[config.mk]
export PLATFORM = sky130hd
export DESIGN_NAME = cfg_loader
export DESIGN_NICKNAME = d
export VERILOG_FILES = /design/src/rtl/cfg_loader_pkg.sv /design/src/rtl/cfg_delay_timer.sv /design/src/rtl/cfg_byte_shifter.sv /design/src/rtl/cfg_loader.sv
export SDC_FILE = /design/constraint.sdc
export NUM_CORES = 1
export LEC_CHECK = 0
export ABC_CLOCK_PERIOD_IN_PS = 2400
export BUFFER_PORTS_ARGS = -buffer_cell sky130_fd_sc_hd__buf_2
export CAP_MARGIN = 25
export CELL_PAD_IN_SITES_DETAIL_PLACEMENT = 0
export CELL_PAD_IN_SITES_GLOBAL_PLACEMENT = 1
export CORE_MARGIN = 2
export CORE_UTILIZATION = 39
export CTS_BUF_LIST = sky130_fd_sc_hd__clkbuf_4 sky130_fd_sc_hd__clkbuf_8
export DETAILED_ROUTE_END_ITERATION = 10
export PLACE_DENSITY = 0.76
export REMOVE_ABC_BUFFERS = 1
export SYNTH_ARGS = -nofsm -noshare
export SYNTH_HDL_FRONTEND = slang
export SYNTH_SLANG_ARGS = --single-unit
export TNS_END_PERCENT = 50
[constraint.sdc]
create_clock -name clk -period 2.4 [get_ports clk]
set_input_delay 0.72 -clock clk [delete_from_list [all_inputs] [get_ports clk]]
set_output_delay 0.72 -clock clk [all_outputs]
set_load 0.005 [all_outputs]
[src/rtl/cfg_loader_pkg.sv]
// Shared types for the configuration loader: mode codes and controller states.
// Assumes a two-bit mode input; code 3 is decoded the same as plain parallel.
package cfg_loader_pkg;

    typedef enum logic [1:0] {
        MODE_SERIAL   = 2'd0,
        MODE_PARALLEL = 2'd1,
        MODE_SECURE   = 2'd2,
        MODE_PAR_ALT  = 2'd3
    } cfg_mode_e;

    typedef enum logic [3:0] {
        ST_IDLE,
        ST_RST_LOW,
        ST_WAKE,
        ST_FETCH,
        ST_SETUP,
        ST_HIGH,
        ST_TAIL_LOW,
        ST_FINAL_HIGH,
        ST_ABORT
    } ld_state_e;

    localparam int BYTE_BITS     = 8;
    localparam int SECURE_PULSES = 4;

endpackage

[src/rtl/cfg_delay_timer.sv]
// Down counter for phase and delay timing. Loading value N-1 makes the
// owning state last N cycles. zero_o is high while the count is 0.
// Assumes load_i and a non-zero count never need to coexist with reset.
module cfg_delay_timer #(
    parameter int W = 8
) (
    input  logic         clk,
    input  logic         rst_n,
    input  logic         load_i,
    input  logic [W-1:0] load_val_i,
    output logic         zero_o
);

    logic [W-1:0] cnt_q;

    // Load a new count, otherwise count down to zero and hold there.
    always_ff @(posedge clk) begin
        if (!rst_n) begin
            cnt_q <= '0;
        end else if (load_i) begin
            cnt_q <= load_val_i;
        end else if (cnt_q != '0) begin
            cnt_q <= cnt_q - W'(1);
        end
    end

    assign zero_o = (cnt_q == '0);

endmodule

[src/rtl/cfg_byte_shifter.sv]
// Holds the byte under transfer. A shift moves the next serial bit into
// position 0. Clear has priority over load, and load over shift.
module cfg_byte_shifter #(
    parameter int BITS = 8
) (
    input  logic            clk,
    input  logic            rst_n,
    input  logic            clear_i,
    input  logic            load_i,
    input  logic            shift_i,
    input  logic [BITS-1:0] data_i,
    output logic [BITS-1:0] byte_o
);

    logic [BITS-1:0] byte_q;

    // Keep the byte, clear it on abort and shift it right for serial output.
    always_ff @(posedge clk) begin
        if (!rst_n) begin
            byte_q <= '0;
        end else if (clear_i) begin
            byte_q <= '0;
        end else if (load_i) begin
            byte_q <= data_i;
        end else if (shift_i) begin
            byte_q <= {1'b0, byte_q[BITS-1:1]};
        end
    end

    assign byte_o = byte_q;

endmodule

[src/rtl/cfg_loader.sv]
// Passive-mode configuration master. It pulses the target's configuration
// reset, waits for wake-up, then streams bytes serially (LSB first) or in
// parallel, with optional extra clocks per byte. It checks target status
// before each byte and done at the end.
// Assumes the delay parameters are all at least 1 and counted in clk cycles.
module cfg_loader #(
    parameter int CNT_W         = 16,
    parameter int RST_LOW_CYC   = 500,
    parameter int WAKE_CYC      = 10000,
    parameter int DONE_WAIT_CYC = 10000,
    parameter int CLK_HI_CYC    = 2,
    parameter int CLK_LO_CYC    = 2
) (
    input  logic             clk,
    input  logic             rst_n,
    input  logic             start_i,
    input  logic [CNT_W-1:0] total_bytes_i,
    input  logic [1:0]       mode_i,
    input  logic [7:0]       s_data_i,
    input  logic             s_valid_i,
    output logic             s_ready_o,
    output logic             cfg_rst_n_o,
    output logic             cfg_clk_o,
    output logic             cfg_ser_o,
    output logic [7:0]       cfg_par_o,
    input  logic             tgt_status_i,
    input  logic             tgt_done_i,
    output logic             busy_o,
    output logic             ok_o,
    output logic             err_o,
    output logic [CNT_W-1:0] fail_count_o
);
    import cfg_loader_pkg::*;

    function automatic int imax(input int a, input int b);
        return (a > b) ? a : b;
    endfunction

    localparam int MAX_DLY = imax(imax(imax(RST_LOW_CYC, WAKE_CYC), DONE_WAIT_CYC),
                                  imax(CLK_HI_CYC, CLK_LO_CYC));
    localparam int TMR_W   = $clog2(MAX_DLY + 1);
    localparam int PULSE_W = $clog2(BYTE_BITS + 1);
    localparam logic [TMR_W-1:0] RST_V  = TMR_W'(RST_LOW_CYC - 1);
    localparam logic [TMR_W-1:0] WAKE_V = TMR_W'(WAKE_CYC - 1);
    localparam logic [TMR_W-1:0] DONE_V = TMR_W'(DONE_WAIT_CYC - 1);
    localparam logic [TMR_W-1:0] HI_V   = TMR_W'(CLK_HI_CYC - 1);
    localparam logic [TMR_W-1:0] LO_V   = TMR_W'(CLK_LO_CYC - 1);

    ld_state_e          state_q, state_nxt;
    cfg_mode_e          mode_q;
    logic [CNT_W-1:0]   total_q, bytes_done_q, fail_cnt_q;
    logic [PULSE_W-1:0] pulses_left_q;
    logic               cfg_rst_n_q, ok_q, err_q;

    logic               tmr_load, tmr_zero;
    logic [TMR_W-1:0]   tmr_val;
    logic               sh_load, sh_shift, sh_clear;
    logic [7:0]         sh_byte;
    logic               accept_start, zero_reject;
    logic               last_pulse, last_byte;

    cfg_delay_timer #(.W(TMR_W)) u_timer (
        .clk        (clk),
        .rst_n      (rst_n),
        .load_i     (tmr_load),
        .load_val_i (tmr_val),
        .zero_o     (tmr_zero)
    );

    cfg_byte_shifter #(.BITS(BYTE_BITS)) u_shifter (
        .clk     (clk),
        .rst_n   (rst_n),
        .clear_i (sh_clear),
        .load_i  (sh_load),
        .shift_i (sh_shift),
        .data_i  (s_data_i),
        .byte_o  (sh_byte)
    );

    assign last_pulse = (pulses_left_q == PULSE_W'(1));
    assign last_byte  = ((bytes_done_q + CNT_W'(1)) == total_q);

    // Next-state decode, timer reloads and shifter control for the sequence.
    always_comb begin
        state_nxt    = state_q;
        tmr_load     = 1'b0;
        tmr_val      = '0;
        sh_load      = 1'b0;
        sh_shift     = 1'b0;
        sh_clear     = 1'b0;
        accept_start = 1'b0;
        zero_reject  = 1'b0;
        case (state_q)
            ST_IDLE: begin
                if (start_i) begin
                    if (total_bytes_i == '0) begin
                        zero_reject = 1'b1;
                    end else begin
                        accept_start = 1'b1;
                        sh_clear     = 1'b1;
                        tmr_load     = 1'b1;
                        tmr_val      = RST_V;
                        state_nxt    = ST_RST_LOW;
                    end
                end
            end
            ST_RST_LOW: begin
                if (tmr_zero) begin
                    tmr_load  = 1'b1;
                    tmr_val   = WAKE_V;
                    state_nxt = ST_WAKE;
                end
            end
            ST_WAKE: begin
                if (tmr_zero) state_nxt = ST_FETCH;
            end
            ST_FETCH: begin
                if (!tgt_status_i) begin
                    state_nxt = ST_ABORT;
                end else if (s_valid_i) begin
                    sh_load   = 1'b1;
                    tmr_load  = 1'b1;
                    tmr_val   = LO_V;
                    state_nxt = ST_SETUP;
                end
            end
            ST_SETUP: begin
                if (tmr_zero) begin
                    tmr_load  = 1'b1;
                    tmr_val   = HI_V;
                    state_nxt = ST_HIGH;
                end
            end
            ST_HIGH: begin
                if (tmr_zero) begin
                    if (last_pulse) begin
                        if (last_byte) begin
                            tmr_load  = 1'b1;
                            tmr_val   = LO_V;
                            state_nxt = ST_TAIL_LOW;
                        end else begin
                            state_nxt = ST_FETCH;
                        end
                    end else begin
                        sh_shift  = (mode_q == MODE_SERIAL);
                        tmr_load  = 1'b1;
                        tmr_val   = LO_V;
                        state_nxt = ST_SETUP;
                    end
                end
            end
            ST_TAIL_LOW: begin
                if (tmr_zero) begin
                    tmr_load  = 1'b1;
                    tmr_val   = DONE_V;
                    state_nxt = ST_FINAL_HIGH;
                end
            end
            ST_FINAL_HIGH: begin
                if (tmr_zero) state_nxt = tgt_done_i ? ST_IDLE : ST_ABORT;
            end
            ST_ABORT: begin
                sh_clear  = 1'b1;
                state_nxt = ST_IDLE;
            end
            default: state_nxt = ST_IDLE;
        endcase
    end

    // State, captured request, byte and pulse counters, and sticky result flags.
    always_ff @(posedge clk) begin
        if (!rst_n) begin
            state_q       <= ST_IDLE;
            mode_q        <= MODE_SERIAL;
            total_q       <= '0;
            bytes_done_q  <= '0;
            fail_cnt_q    <= '0;
            pulses_left_q <= '0;
            cfg_rst_n_q   <= 1'b1;
            ok_q          <= 1'b0;
            err_q         <= 1'b0;
        end else begin
            state_q <= state_nxt;
            if (zero_reject) begin
                ok_q       <= 1'b0;
                err_q      <= 1'b1;
                fail_cnt_q <= '0;
            end
            if (accept_start) begin
                mode_q       <= cfg_mode_e'(mode_i);
                total_q      <= total_bytes_i;
                bytes_done_q <= '0;
                fail_cnt_q   <= '0;
                ok_q         <= 1'b0;
                err_q        <= 1'b0;
                cfg_rst_n_q  <= 1'b0;
            end
            if (state_q == ST_RST_LOW && tmr_zero) begin
                cfg_rst_n_q <= 1'b1;
            end
            if (sh_load) begin
                if (mode_q == MODE_SERIAL)      pulses_left_q <= PULSE_W'(BYTE_BITS);
                else if (mode_q == MODE_SECURE) pulses_left_q <= PULSE_W'(SECURE_PULSES);
                else                            pulses_left_q <= PULSE_W'(1);
            end
            if (state_q == ST_HIGH && tmr_zero) begin
                pulses_left_q <= pulses_left_q - PULSE_W'(1);
                if (last_pulse) bytes_done_q <= bytes_done_q + CNT_W'(1);
            end
            if (state_q == ST_FINAL_HIGH && tmr_zero && tgt_done_i) begin
                ok_q <= 1'b1;
            end
            if (state_q == ST_ABORT) begin
                err_q       <= 1'b1;
                fail_cnt_q  <= bytes_done_q;
                cfg_rst_n_q <= 1'b0;
            end
        end
    end

    assign s_ready_o    = (state_q == ST_FETCH) && tgt_status_i;
    assign cfg_clk_o    = (state_q == ST_HIGH) || (state_q == ST_FINAL_HIGH);
    assign cfg_rst_n_o  = cfg_rst_n_q;
    assign cfg_ser_o    = (mode_q == MODE_SERIAL) ? sh_byte[0] : 1'b0;
    assign cfg_par_o    = (mode_q == MODE_SERIAL) ? 8'h00 : sh_byte;
    assign busy_o       = (state_q != ST_IDLE);
    assign ok_o         = ok_q;
    assign err_o        = err_q;
    assign fail_count_o = fail_cnt_q;

endmodule

==> impl_metrics.csv, run 1 <==
group,metric,value,unit
clocking,htreeDepth,3,
logic_synthesis,netlist_instances,576,
setup_path,critPathTopFamily,"simple AND/OR/NAND/NOR gates",
detailed_routing,drtPass1Iterations,4,
final_layout,fin_cells,842,
clocking,cts_tree,"yes",
detailed_routing,dr.first_iter.drc_count,246,
die,die_h,110,µm
timing,slew_headroom,0.588,
setup_path,start_kind,"flip-flop",
logic_synthesis,ys_async_sr_fraction,0,
setup_path,rrSetupSlack,30,ps
final_layout,multi_input_area,2630,µm²
setup_path,crit_required,1680,ps
setup_path,cp_cell_sequence,"nor4_1 -> inv_1 -> buf_2",
timing,slew_violations,0,
logic_synthesis,synth_top_family_by_area,"simple AND/OR/NAND/NOR gates",
clocking,cts_buffers,9,
logic_synthesis,syn-cell-area,4390,µm²
clocking,postCtsHoldBufs,0,
detailed_routing,final_antenna_net_count,0,
timing,setup_slack,20.8,ps
power,peakVddDrop,0.406,mV
die,die_w,110,µm
setup_path,regToRegEndpoint,"state_q[0]",
setup_path,crit_fanout,9,
logic_synthesis,ys_seq_area_frac,0.379,
logic_synthesis,ys_types,61,
logic_synthesis,synthXorXnorAreaFrac,0.0619,
power,comb_power_share,0.361,
place,dp_slack,-189,ps
place,portBuffers,62,
global_routing,first_global_vias,4430,
hold_path,hold_path_startpoint,"pulses_left_q[3]",
final_layout,drive_above_1_share,0.281,
setup_path,end_kind,"primary output",
global_routing,grt_max_degree,56,
logic_synthesis,synth_edf_count,0,
place,dp_hpwl,9430,µm
logic_synthesis,synthFlopType,"dfxtp_1",
final_layout,syn_to_final_growth,31.1,%
logic_synthesis,synthAdderAreaFrac,0.0114,
timing,rsz0062_at_grt,"yes",
setup_path,rr_startpoint,"bytes_done_q[4]",
setup_path,cpPeakStageDelay,590,ps
run_status,status,"complete, no violations",
timing,hold_viol_final,0,
global_routing,antenna_found_initial,0,
detailed_routing,num_vias,4521,
timing,max_freq,420,MHz
detailed_routing,via_per_inst,5.37,
detailed_routing,drt-wirelength-per-cell,15.4,µm
final_layout,nFillCells,1070,
hold_path,min-delay-path-class,"flip-flop to flip-flop",
timing,clock_skew,10.5,ps
detailed_routing,wl,12900,µm
clocking,root_buffer,"clkbuf_8",
logic_synthesis,synthMuxAreaShare,0.0231,
logic_synthesis,yosys.area_share.simple,0.298,
final_layout,final_core_util,0.528,
hold_path,min_path_cells,2,
timing,post-route-period-util,0.991,
die,die_area,12100,µm²
clocking,path_clk_slew,80,ps
power,net-switching-power,1.57,mW
timing,whs,454,ps
global_routing,grt_pass1_wl,21400,µm
logic_synthesis,synth_seq_cells,83,
power,p_seq_frac,0.369,
die,pin_count,63,
timing,worst_pin_slew,612,ps
global_routing,grt_overflow,0,
final_layout,seq_area,1670,µm²
timing,setup_violations,0,
global_routing,grtUsageTotal,0.225,
die,coreArea,10900,µm²
setup_path,critPathSlowestCell,"nor4_1",
power,p_leak,2.25,nW
final_layout,num_antenna_cells,0,
die,row_count,38,
setup_path,critPathBufInv,2,
hold_path,holdPathEnd,"pulses_left_q[3]",
detailed_routing,drc,0,
clocking,clock_path_buffers,2,
logic_synthesis,ys.warnings.count,0,
power,p_sw_frac,0.337,
logic_synthesis,syn_avg_cell_area,7.61,µm²
clocking,cts.sinks,83,
final_layout,final_nets,733,
die,initial_utilization,0.403,
setup_path,crit_type,"flip-flop to primary output",
power,cellPowerDensity,812,nW/µm²
place,gp_congestion,0.879,
clocking,clk_latency,370,ps
power,p_clk_frac,0.270,
logic_synthesis,synth_compound_area_frac,0.179,
power,p_int,3.10,mW
run,drv_cap,0,
place,dp_cells,814,
setup_path,cp.arrival,1660,ps
setup_path,worst_r2r_path_depth,8,
timing,period_minus_slack,2380,ps
==> power by group through the flow <==
stage	clock network (mW)	logic [mW]	registers, mW
after CTS	1.28	1.62	1.72
after detailed placement	0	1.59	1.75
after floorplan	0	0.987	1.72
after global placement	0	1.57	1.75
final	1.26	1.69	1.73
after global routing	1.34	1.89	1.75
==> cells by family after synthesis <==
family	count (synthesis)
AOI/OAI and AO/OA	131
xor gates and xnor gates	31
adders and majority gates	4
buffers and inverters	52
DFF	83
muxes	10
and+or+nand+nor	265
==> synth_stat cells, types with 2 or more instances <==
| cell type | n | share of area |
|---|---|---|
| a211oi_1 | 9 | 0.015 |
| a21boi_0 | 2 | 0.0034 |
| a21oi_1 | 67 | 0.076 |
| a22oi_1 | 3 | 0.0051 |
| a31oi_1 | 5 | 0.0071 |
| a32oi_1 | 2 | 0.0040 |
| and2_1 | 5 | 0.0071 |
| and3_1 | 7 | 0.010 |
| and3b_1 | 2 | 0.0040 |
| buf_2 | 7 | 0.0080 |
| clkbuf_1 | 28 | 0.024 |
| dfxtp_1 | 83 | 0.38 |
| ha_1 | 4 | 0.011 |
| inv_1 | 14 | 0.012 |
| mux2i_1 | 9 | 0.021 |
| nand2_1 | 77 | 0.066 |
| nand2b_1 | 2 | 0.0029 |
| nand3_1 | 40 | 0.046 |
| nand3b_1 | 3 | 0.0051 |
| nand4_1 | 11 | 0.016 |
| nor2_1 | 49 | 0.042 |
| nor2b_1 | 19 | 0.027 |
| nor3_1 | 20 | 0.023 |
| nor3b_1 | 2 | 0.0034 |
| nor4_1 | 8 | 0.011 |
| o211ai_1 | 2 | 0.0034 |
| o21a_1 | 5 | 0.0086 |
| o21ai_0 | 20 | 0.023 |
| or3_1 | 7 | 0.010 |
| or4_1 | 4 | 0.0068 |
| xnor2_1 | 27 | 0.054 |
| xor2_1 | 4 | 0.0080 |
==> worst min-delay path: cells and delay by family, from the launching register on <==
family	cells	cell delay, ps
flops	1	320
simple gates	1	50
compound gates	1	50
==> timing repair <==
action | 4_1_cts | 5_1_grt
cloned | 0 | 0
resized for setup | 14 | 19
setup buffers | 8 | 4
pin swaps | 4 | 11
setup endpoints to repair | 4 | 16
==> layout make-up <==
type	instances	share of cell area
clock buffers	12	0.0266
clock inverters	4	0.0170
inverters	15	0.00980
multi-input cells	441	0.458
flip-flops and latches	83	0.291
well taps	140	0.0305
repair buffers	147	0.167
==> cells in the final DEF, fill, tap and decap left out, types with 3 or more instances in the layout <==
master | synthesis | routed
a211oi_1 | 9 | 9
a21oi_1 | 67 | 67
a22oi_1 | 3 | 3
a31oi_1 | 5 | 5
and2_1 | 5 | 5
and3_1 | 7 | 7
buf_2 | 7 | 63
buf_4 | 0 | 82
bufinv_16 | 0 | 3
clkbuf_8 | 0 | 10
dfxtp_1 | 83 | 76
dfxtp_2 | 0 | 7
ha_1 | 4 | 3
inv_1 | 14 | 14
mux2i_1 | 9 | 9
nand2_1 | 77 | 75
nand3_1 | 40 | 38
nand3b_1 | 3 | 3
nand4_1 | 11 | 11
nor2_1 | 49 | 48
nor2b_1 | 19 | 18
nor3_1 | 20 | 18
nor3_2 | 1 | 3
nor4_1 | 8 | 7
o21a_1 | 5 | 5
o21ai_0 | 20 | 18
o21ai_1 | 1 | 3
or3_1 | 7 | 6
or4_4 | 1 | 4
xnor2_1 | 27 | 24
xnor2_2 | 0 | 3
xor2_1 | 4 | 4
==> per-layer routing <==
metal  wire, µm  global-route usage
met5          0                   0
met4        124              0.0660
met3        546              0.0429
met2       6400               0.388
met1       5860               0.285
==> sequential cells by signal, summed over array words and instances (netlist names) <==
signal,cells
state_q,4
err_o,1
cfg_rst_n_o,1
u_timer.cnt_q,14
total_q,16
bytes_done_q,16
mode_q,2
u_shifter.byte_o,8
fail_count_o,16
ok_o,1
pulses_left_q,4
==> how the worst max path moves through the flow <==
stage / slack, ps / start / cells past startpoint / to
3_5_place_dp: -190 / bytes_done_q[1] / 10 / state_q[2]
2_1_floorplan: -440 / state_q[3] / 6 / bytes_done_q[12]
6_report: 20 / state_q[0] / 3 / busy_o
4_1_cts: 0.3 / bytes_done_q[5] / 8 / state_q[0]
3_3_place_gp: -80 / total_bytes_i[11] / 6 / u_timer.cnt_q[1]
5_1_grt: -60 / bytes_done_q[6] / 8 / u_timer.cnt_q[1]
==> per-stage QoR <==
stage	area [µm²]	TNS (ps)	total power, mW
after floorplan	4230	-5330	2.71
after global placement	5280	-1620	3.32
after detailed placement	5280	-1730	3.34
after CTS	5650	0	4.62
after global routing	5750	-287	4.98
final	5750	0	4.67
Note: power is estimated with default switching activity, not from simulation.
==> inputs of run 2 (changes only) <==
Settings changed: RECOVER_POWER set to 100.
==> run 2 against run 1 <==
Compared with the run above:
- the flow now finishes with violations (negative setup slack)
- sequential power hardly changed
- cell area is 1.5% lower
- cell count stayed put
- sequential cell count stayed put
- largest power group unchanged
==> impl_metrics.csv, run 2 (synthesis results as in run 1) <==
group,metric,value,unit
timing,setup_slack,-13.4,ps
timing,clock_skew,9.93,ps
clocking,clock_path_buffers,2,
power,p_leak,2.11,nW
die,coreArea,10900,µm²
final_layout,final_cell_mix,"dfxtp_1, nand2_1, buf_4",
global_routing,grt_pass1_wl,21400,µm
final_layout,syn_to_final_growth,29.2,%
die,row_count,38,
clocking,htreeDepth,3,
final_layout,seq_area,1670,µm²
power,cellPowerDensity,812,nW/µm²
final_layout,final_nets,733,
die,die_w,110,µm
global_routing,grt_max_degree,56,
clocking,path_clk_slew,80,ps
clocking,cts.sinks,83,
die,pin_count,63,
place,portBuffers,62,
die,die_area,12100,µm²
detailed_routing,drtPass1Iterations,4,
final_layout,num_antenna_cells,0,
clocking,clk_latency,370,ps
setup_path,crit_required,1680,ps
setup_path,crit_type,"flip-flop to primary output",
hold_path,min-delay-path-class,"flip-flop to flip-flop",
timing,setup_violations,1,
global_routing,grt_overflow,0,
clocking,root_buffer,"clkbuf_8",
timing,max_freq,414,MHz
clocking,cts_buffers,9,
global_routing,first_global_vias,4430,
power,peakVddDrop,0.404,mV
power,p_total,4.60,mW
clocking,cts_tree,"yes",
setup_path,start_kind,"flip-flop",
place,dp_slack,-189,ps
timing,slew_violations,0,
detailed_routing,dr.first_iter.drc_count,233,
detailed_routing,drt-wirelength-per-cell,15.3,µm
detailed_routing,wl,12900,µm
place,gp_congestion,0.879,
final_layout,final_common_cell,"dfxtp_1",
detailed_routing,final_antenna_net_count,0,
timing,setup-tns-final,-13.4,ps
die,initial_utilization,0.403,
run_status,violations,"negative setup slack",
timing,period_minus_slack,2410,ps
run,drv_cap,0,
setup_path,end_kind,"primary output",
timing,rsz0062_at_grt,"yes",
final_layout,fin_cells,842,
timing,slew_headroom,0.500,
global_routing,antenna_found_initial,0,
place,dp_cells,814,
setup_path,cp.arrival,1690,ps
place,dp_hpwl,9430,µm
timing,post-route-period-util,1.01,
detailed_routing,num_vias,4547,
detailed_routing,drc,0,
timing,worst_pin_slew,750,ps
final_layout,nFillCells,1102,
die,die_h,110,µm
setup_path,crit_fanout,9,
global_routing,grtUsageTotal,0.225,
detailed_routing,via_per_inst,5.40,
hold_path,min_path_cells,2,
final_layout,multi_input_area,2630,µm²
run_status,status,"finished, violations left",
timing,hold_viol_final,0,
setup_path,worst_r2r_path_depth,8,
final_layout,drive_above_1_share,0.228,
==> run 2: changes by cell type in the layout (fill, tap and decap cells not counted), moves of 3 or more <==
cell,previous run,this run
clkbuf_1,0,34
buf_4,82,68
clkbuf_4,2,5
clkbuf_2,0,5
buf_2,63,36
==> run 2: cell type report <==
type                       count  area share
clock buffer                  12      0.0269
clock inverter                 4      0.0172
inverter                      15     0.00994
multi-input combinational    441       0.464
sequential                    83       0.295
tap                          140      0.0309
timing repair buffer         147       0.156
==> run 2: routing by layer <==
layer  GRT usage  vias up  part of all wire
met3      0.0429       15             0.047
li1            -     2279                 -
met4      0.0660        0             0.011
met5           0        -                 0
met1       0.285     2152              0.45
met2       0.388      101              0.49
==> run 2: critical path: stages (launching register included) <==
cell and delay, ps:
dfxtp_1 500, nor2b_1 200, clkbuf_1 200, and3_1 290
buf_2 150
==> run 2: power breakdown <==
group / internal (mW) / switching (mW) / leakage, nW
clock network: 0.744 / 0.513 / 0.124
logic: 0.738 / 0.877 / 1.31
registers: 1.55 / 0.172 / 0.678
total: 3.03 / 1.56 / 2.11
==> run 2: worst paths after layout <==
path	to	from	slack [ps]
worst max-delay path	s_ready_o	state_q[0]	-10
worst min-delay path	pulses_left_q[3]	pulses_left_q[3]	450
worst max register to register	state_q[0]	bytes_done_q[4]	30
worst min register to register	pulses_left_q[3]	pulses_left_q[3]	450
==> run 2: repair_timing <==
| action | CTS | global route |
|---|---|---|
| pin swaps | 4 | 11 |
| buffers inserted | 8 | 4 |
| resized for setup | 14 | 19 |
| hold buffers | 0 | 0 |
| setup endpoints to repair | 4 | 16 |
==> run 2: through the flow <==
| stage | utilization | instance area [µm²] | hold slack [ps] |
|---|---|---|---|
| floorplan | - | 4230 | 432 |
| global placement | 0.485 | 5280 | 443 |
| detailed placement | 0.485 | 5280 | 445 |
| CTS | 0.519 | 5650 | 457 |
| global route | 0.520 | 5660 | 488 |
| finish | 0.520 | 5660 | 453 |
